### src/rtl/ppcfg_pkg.sv
package ppcfg_pkg;

  typedef enum logic [2:0] {
    LD_IDLE,
    LD_PROG,
    LD_WAIT_INIT,
    LD_LOAD,
    LD_STARTUP,
    LD_RELEASED,
    LD_ERROR
  } ld_state_t;

  typedef enum logic [1:0] {
    CG_IDLE,
    CG_SETUP,
    CG_HIGH,
    CG_LOW
  } cg_state_t;

  typedef enum logic [1:0] {
    HS_IDLE,
    HS_WAIT,
    HS_ACK
  } hs_state_t;

endpackage

### src/rtl/ppcfg_sync.sv
module ppcfg_sync #(
  parameter int               WIDTH   = 1,
  parameter int               STAGES  = 2,
  parameter logic [WIDTH-1:0] RST_VAL = '0
) (
  input  logic             clk,
  input  logic             rst,
  input  logic [WIDTH-1:0] d,
  output logic [WIDTH-1:0] q
);

  logic [WIDTH-1:0] chain [STAGES];

  generate
    for (genvar s = 0; s < STAGES; s++) begin : g_stage
      if (s == 0) begin : g_first
        always_ff @(posedge clk) begin
          if (rst) chain[s] <= RST_VAL;
          else     chain[s] <= d;
        end
      end else begin : g_next
        always_ff @(posedge clk) begin
          if (rst) chain[s] <= RST_VAL;
          else     chain[s] <= chain[s-1];
        end
      end
    end
  endgenerate

  assign q = chain[STAGES-1];

endmodule

### src/rtl/ppcfg_host_hs.sv
module ppcfg_host_hs
  import ppcfg_pkg::*;
#(
  parameter int ACK_CYC = 4
) (
  input  logic       clk,
  input  logic       rst,
  input  logic       strobe_n_s,
  input  logic [7:0] data_in,
  input  logic       take,
  output logic       req,
  output logic       busy,
  output logic       nack_n,
  output logic [7:0] data_q
);

  localparam int AW = (ACK_CYC > 1) ? $clog2(ACK_CYC) : 1;
  localparam logic [AW-1:0] ACK_LAST = AW'(ACK_CYC - 1);

  hs_state_t     hs;
  logic          strobe_prev;
  logic [AW-1:0] cnt;
  logic          fall;

  assign fall = strobe_prev & ~strobe_n_s;
  assign req  = (hs == HS_WAIT);

  always_ff @(posedge clk) begin
    if (rst) begin
      hs          <= HS_IDLE;
      strobe_prev <= 1'b1;
      busy        <= 1'b0;
      nack_n      <= 1'b1;
      cnt         <= '0;
      data_q      <= '0;
    end else begin
      strobe_prev <= strobe_n_s;
      case (hs)
        HS_IDLE: if (fall) begin
          data_q <= data_in;
          busy   <= 1'b1;
          hs     <= HS_WAIT;
        end
        HS_WAIT: if (take) begin
          nack_n <= 1'b0;
          cnt    <= '0;
          hs     <= HS_ACK;
        end
        HS_ACK: begin
          if (cnt == ACK_LAST) begin
            nack_n <= 1'b1;
            busy   <= 1'b0;
            hs     <= HS_IDLE;
          end else begin
            cnt <= cnt + AW'(1);
          end
        end
        default: hs <= HS_IDLE;
      endcase
    end
  end

endmodule

### src/rtl/ppcfg_cclk_gen.sv
module ppcfg_cclk_gen
  import ppcfg_pkg::*;
#(
  parameter int HALF = 2
) (
  input  logic clk,
  input  logic rst,
  input  logic go_write,
  input  logic go_pulse,
  output logic cclk,
  output logic wr_act,
  output logic busy,
  output logic done,
  output logic wrise
);

  localparam int HW = (HALF > 1) ? $clog2(HALF) : 1;
  localparam logic [HW-1:0] PH_LAST = HW'(HALF - 1);

  cg_state_t     cst;
  logic [HW-1:0] cnt;

  always_ff @(posedge clk) begin
    if (rst) begin
      cst    <= CG_IDLE;
      cnt    <= '0;
      cclk   <= 1'b0;
      wr_act <= 1'b0;
    end else begin
      case (cst)
        CG_IDLE: begin
          cnt <= '0;
          if (go_write) begin
            wr_act <= 1'b1;
            cst    <= CG_SETUP;
          end else if (go_pulse) begin
            cclk <= 1'b1;
            cst  <= CG_HIGH;
          end
        end
        CG_SETUP: begin
          cclk <= 1'b1;
          cnt  <= '0;
          cst  <= CG_HIGH;
        end
        CG_HIGH: begin
          if (cnt == PH_LAST) begin
            cclk   <= 1'b0;
            wr_act <= 1'b0;
            cnt    <= '0;
            cst    <= CG_LOW;
          end else begin
            cnt <= cnt + HW'(1);
          end
        end
        CG_LOW: begin
          if (cnt == PH_LAST) begin
            cnt <= '0;
            cst <= CG_IDLE;
          end else begin
            cnt <= cnt + HW'(1);
          end
        end
        default: cst <= CG_IDLE;
      endcase
    end
  end

  assign busy  = (cst != CG_IDLE);
  assign done  = (cst == CG_LOW) && (cnt == PH_LAST);
  assign wrise = (cst == CG_SETUP);

endmodule

### src/rtl/ppcfg_loader.sv
module ppcfg_loader
  import ppcfg_pkg::*;
#(
  parameter int CNT_W        = 20,
  parameter int CCLK_HALF    = 2,
  parameter int ACK_CYC      = 4,
  parameter int PROG_CYC     = 8,
  parameter int STARTUP_CLKS = 4,
  parameter int SYNC_STAGES  = 2
) (
  input  logic             clk,
  input  logic             rst,
  input  logic             host_start,
  input  logic             host_nstrobe,
  input  logic [7:0]       host_data,
  output logic             host_busy,
  output logic             host_nack_n,
  output logic             host_err,
  output logic             host_ready,
  output logic             host_stat_oe,
  output logic [CNT_W-1:0] byte_count,
  output logic             tgt_prog_n,
  output logic             tgt_cs_n,
  output logic             tgt_wr_n,
  output logic             tgt_cclk,
  output logic [7:0]       tgt_data,
  input  logic             tgt_init_n,
  input  logic             tgt_done
);

  localparam int PW = (PROG_CYC > 1) ? $clog2(PROG_CYC) : 1;
  localparam int SW = $clog2(STARTUP_CLKS + 1);
  localparam logic [PW-1:0] PROG_LAST = PW'(PROG_CYC - 1);
  localparam logic [SW-1:0] SC_END    = SW'(STARTUP_CLKS);

  // synchronised inputs: [3] start, [2] strobe_n, [1] init_n, [0] done
  logic [3:0] sync_q;
  logic       start_s, strobe_s, init_s, done_s;

  ppcfg_sync #(.WIDTH(4), .STAGES(SYNC_STAGES), .RST_VAL(4'b0110)) u_sync (
    .clk (clk),
    .rst (rst),
    .d   ({host_start, host_nstrobe, tgt_init_n, tgt_done}),
    .q   (sync_q)
  );
  assign {start_s, strobe_s, init_s, done_s} = sync_q;

  ld_state_t      state, state_n;
  logic           start_prev, start_rise;
  logic [PW-1:0]  pc;
  logic [SW-1:0]  sc;
  logic           pending;
  logic           req, take, discard, go_write, go_pulse, loading;
  logic [7:0]     hs_data;
  logic           cg_busy, cg_done, cg_wrise, cg_cclk, cg_wr;

  ppcfg_host_hs #(.ACK_CYC(ACK_CYC)) u_hs (
    .clk        (clk),
    .rst        (rst),
    .strobe_n_s (strobe_s),
    .data_in    (host_data),
    .take       (take),
    .req        (req),
    .busy       (host_busy),
    .nack_n     (host_nack_n),
    .data_q     (hs_data)
  );

  ppcfg_cclk_gen #(.HALF(CCLK_HALF)) u_cg (
    .clk      (clk),
    .rst      (rst),
    .go_write (go_write),
    .go_pulse (go_pulse),
    .cclk     (cg_cclk),
    .wr_act   (cg_wr),
    .busy     (cg_busy),
    .done     (cg_done),
    .wrise    (cg_wrise)
  );

  assign tgt_cclk   = cg_cclk;
  assign tgt_wr_n   = ~cg_wr;
  assign start_rise = start_s & ~start_prev;
  assign loading    = (state == LD_LOAD) && init_s && !done_s;
  assign go_write   = loading && req && !pending && !cg_busy && !start_rise;
  assign go_pulse   = (state == LD_STARTUP) && !cg_busy && (sc < SC_END) && !start_rise;
  assign discard    = req && !pending && !loading;
  assign take       = (pending && cg_done) || discard;

  always_comb begin
    state_n = state;
    case (state)
      LD_PROG:      if (pc == PROG_LAST) state_n = LD_WAIT_INIT;
      LD_WAIT_INIT: if (init_s) state_n = LD_LOAD;
      LD_LOAD: begin
        if (!init_s)                               state_n = LD_ERROR;
        else if (done_s && !pending && !cg_busy)   state_n = LD_STARTUP;
      end
      LD_STARTUP:   if (sc == SC_END && !cg_busy) state_n = LD_RELEASED;
      default:      state_n = state;
    endcase
    if (start_rise) state_n = LD_PROG;
  end

  always_ff @(posedge clk) begin
    if (rst) begin
      state        <= LD_IDLE;
      start_prev   <= 1'b0;
      pc           <= '0;
      sc           <= '0;
      pending      <= 1'b0;
      tgt_data     <= '0;
      byte_count   <= '0;
      tgt_prog_n   <= 1'b1;
      tgt_cs_n     <= 1'b1;
      host_ready   <= 1'b0;
      host_err     <= 1'b0;
      host_stat_oe <= 1'b1;
    end else begin
      state      <= state_n;
      start_prev <= start_s;

      if (start_rise || state != LD_PROG) pc <= '0;
      else                                pc <= pc + PW'(1);

      if (state != LD_STARTUP) sc <= '0;
      else if (cg_done)        sc <= sc + SW'(1);

      if (go_write)     pending <= 1'b1;
      else if (cg_done) pending <= 1'b0;

      if (go_write) tgt_data <= hs_data;

      if (start_rise)    byte_count <= '0;
      else if (cg_wrise) byte_count <= byte_count + CNT_W'(1);

      tgt_prog_n   <= (state_n != LD_PROG);
      tgt_cs_n     <= (state_n != LD_LOAD);
      host_ready   <= (state_n == LD_LOAD);
      host_err     <= (state_n == LD_ERROR);
      host_stat_oe <= (state_n != LD_RELEASED);
    end
  end

endmodule

### config.mk
export PLATFORM = sky130hd
export DESIGN_NAME = ppcfg_loader
export DESIGN_NICKNAME = d
export VERILOG_FILES = /design/src/rtl/ppcfg_pkg.sv /design/src/rtl/ppcfg_sync.sv /design/src/rtl/ppcfg_host_hs.sv /design/src/rtl/ppcfg_cclk_gen.sv /design/src/rtl/ppcfg_loader.sv
export SDC_FILE = /design/constraint.sdc
export NUM_CORES = 1
export LEC_CHECK = 0
export ABC_AREA = 1
export BUFFER_PORTS_ARGS = -buffer_cell sky130_fd_sc_hd__buf_2
export CAP_MARGIN = 20
export CORE_ASPECT_RATIO = 1.2
export CORE_UTILIZATION = 60
export DETAILED_ROUTE_END_ITERATION = 12
export PLACE_DENSITY = 0.95
export SLEW_MARGIN = 20
export SYNTH_ARGS = -nofsm -noshare
export SYNTH_HDL_FRONTEND = slang
export SYNTH_HIERARCHICAL = 1
export SYNTH_SLANG_ARGS = --single-unit
### constraint.sdc
create_clock -name clk -period 5.1 [get_ports clk]
set_clock_uncertainty 0.2 [all_clocks]
set_input_delay 1.02 -clock clk [delete_from_list [all_inputs] [get_ports clk]]
set_output_delay 1.02 -clock clk [all_outputs]
set_load 0.02 [all_outputs]
==> impl_metrics.toml <==
[outcome]
status = "finished, final reports clean"

[clock_network]
cts_sinks = 72
clock_path_buffers = 2
postCtsHoldBufs = 0
root_buffer = "clkbuf_8"
numCtsBuffers = 9
path_clk_slew_ns = 0.08
cts_tree = "yes"
cts-resized-gates = 0
clock_latency_ns = 0.36
post-cts-setup-buffers = 0
htree_levels = 3

[setup_path]
rr_worst_depth = 14
crit_fanout = 17
path_class = "input port to flop"
critical_path.endpoint_type = "flop"
worstPathRequired_ns = 5.19
regToRegSetupSlack_ns = 2.98
timing.rr.end = "u_cg/cclk$_SDFFE_PP0P_"
r2r_start = "u_cg/cst[1]$_SDFFE_PP0P_"
cp-start-kind = "input port"
critPathArrivalTime_ns = 2.33

[final_layout]
antennaDiodeCount = 0
fill_cells = 380
syn_to_final_growth_pct = 16.5
final_util_pct = 73.3
drive_gt1_share_pct = 20.6
final_cells = 591
layout.nets = 555

[timing]
worst_pin_slew_ns = 0.523
max_freq_mhz = 447
finalMaxSlewViolations = 0
rsz0062_at_grt = "false"
final_hold_viol_count = 0
maxSlewHeadroom_pct = 65.1
min_period_ns = 2.24
finalSetupTns_ns = 0
setup_violations = 0
final.period_utilization_pct = 43.9

[logic_synthesis]
avgSynthCellArea_um2 = 7.20
syn_inst = 466
synth_top_family_by_area = "simple AND/OR/NAND/NOR gates"
syn-cell-area_um2 = 3360
synth.yosys.warnings = 6
synth.area.top_cells = "dfxtp_1 43%, nand2_1 11%, nor2_1 9.7%, inv_1 6.5%, ha_1 6.3%"
synth_compound_area_share_pct = 8.76
synth_nets = 497
synth_top_cell_by_area = "dfxtp_1"
synth_mux_area_share_pct = 0
synth_top_area_share_pct = 42.9
synth-simple-area-share_pct = 31.8
synthDistinctLibCells = 34
synth_fa_ha_area_share_pct = 6.34
synth_seq_cells = 72
synth_xor_area_share_pct = 0.783
ys_seq_area_share_pct = 42.9

[global_routing]
grt_overflow = 0
grt_max_degree = 18
grt_util_all_layers_pct = 24.3
grt_pass1_wl_um = 11500
grt_pass1_vias = 2867
antenna_found_initial = 0

[pwr]
p_per_area_nw_per_um2 = 379
p_leak_nw = 1.85
ir_drop_uv = 296

[hold_path]
holdPathStages = 2
hold_end = "u_sync/chain[1][0]$_SDFF_PP0_"
hold_class = "flop to flop"
hold_start = "u_sync/chain[0][0]$_SDFF_PP0_"

[floorplan]
die_x_um = 70.3
std_cell_rows = 29
fp.dieH_um = 83.9
pin_count = 51
core_um2 = 5330
floorplan.initialDensity_pct = 62.9
die_area_um2 = 5900

[drt]
ant_nets = 0
drt_iter0_markers = 151
drt-wirelength-per-cell_um = 11.4
vias_per_cell = 5.10
drc_errors = 0
wl_um = 6740
num_vias = 3014
firstDrtPassIters = 4

[placed_design]
dp_hpwl_um = 4880
gp_congestion = 0.905
dp_cells = 575
port_buffers = 50

[job]
maxCapViolations = 0
synth_stat cells, drive strengths merged:
master and instances:
nor3 5, nor2 99, a21oi 28, dfxtp 72
xor2 1, o21a 1, nand2 104, xnor2 2
nand3 22, buf 3, ha 17, nand3b 3
inv 69, and3 1, clkinv 4, or2 2
nand4 6, bufinv 1, o211ai 1, o21ai 24
o21bai 1
critical path, cell delays in order:
cell	delay (ns)
buf_2	0.21
nor2_2	0.47
inv_2	0.19
a21oi_1	0.25
nand2_1	0.08
nor2_1	0.10
sequential cells by signal, summed over array words and instances (netlist names), 3 cells and up:
signal / count
byte_count: 20
tgt_data: 8
sc: 3
state: 3
pc: 3
u_sync/chain: 8
u_hs/data_q: 8
power by group:
| part | switching (mW) | total, mW | internal (mW) |
|---|---|---|---|
| Sequential | 0.0311 | 0.632 | 0.601 |
| Clock | 0.220 | 0.546 | 0.325 |
| Combinational | 0.193 | 0.307 | 0.113 |
| Total | 0.445 | 1.48 | 1.04 |
layer usage:
metal	track usage, %	part of all wire [%]
met4	16.9	2.9
met2	43.5	52
met3	4.95	4.3
met1	24.5	41
met5	0	0
stage by stage:
step	setup WS [ns]	power, mW	hold WS (ns)	area, µm²
2_1_floorplan	3.25	0.877	0.180	3360
3_3_place_gp	2.56	0.927	0.191	3670
3_5_place_dp	2.52	0.944	0.193	3670
4_1_cts	2.89	1.49	0.211	3910
5_1_grt	2.67	1.56	0.232	3910
6_report	2.86	1.48	0.211	3910
cell usage in the layout (no fill, tap or decap), types with 3 or more instances in the layout:
| cell type | n |
|---|---|
| nand3_2 | 3 |
| inv_2 | 11 |
| o21ai_0 | 23 |
| nor2_1 | 87 |
| clkbuf_8 | 9 |
| buf_2 | 50 |
| nor2_2 | 9 |
| nor2_4 | 3 |
| a21oi_1 | 26 |
| inv_1 | 58 |
| nand3_1 | 19 |
| bufinv_16 | 3 |
| nand4_1 | 6 |
| clkinv_4 | 3 |
| dfxtp_1 | 72 |
| nand2_2 | 8 |
| nand2_1 | 95 |
| ha_1 | 17 |
| nor3_1 | 5 |
how the worst max path moves through the flow:
stage                             startpoint                endpoint  slack [ns]  cells past startpoint
floorplan           u_cg/cst[1]$_SDFFE_PP0P_  u_cg/cclk$_SDFFE_PP0P_        3.25                     14
global placement                         rst     host_err$_SDFF_PP0_        2.56                      6
detailed placement                       rst     host_err$_SDFF_PP0_        2.52                      6
CTS                                      rst     host_err$_SDFF_PP0_        2.89                      6
global route                             rst     host_err$_SDFF_PP0_        2.67                      6
finish                                   rst     host_err$_SDFF_PP0_        2.86                      6
cell type report:
cell class | instances | area, µm² | area share, %
Multi-Input combinational cell | 317 | 1600 | 40.9
Sequential cell | 72 | 1440 | 36.9
Inverter | 74 | 298 | 7.61
Timing Repair Buffer | 50 | 250 | 6.40
Clock buffer | 9 | 124 | 3.17
Clock inverter | 7 | 120 | 3.07
Tap cell | 62 | 77.6 | 1.98
cell families (layout without fill, tap and decap cells):
| group | Yosys count | count (layout) |
|---|---|---|
| flip-flops | 72 | 72 |
| XOR/XNOR | 3 | 3 |
| AO/OA/AOI/OAI | 55 | 55 |
| buffers and inverters | 77 | 140 |
| adder cells (fa/ha/maj) | 17 | 17 |
| AND/OR/NAND/NOR | 242 | 242 |
No activity file was read; power rests on OpenSTA's default activity.
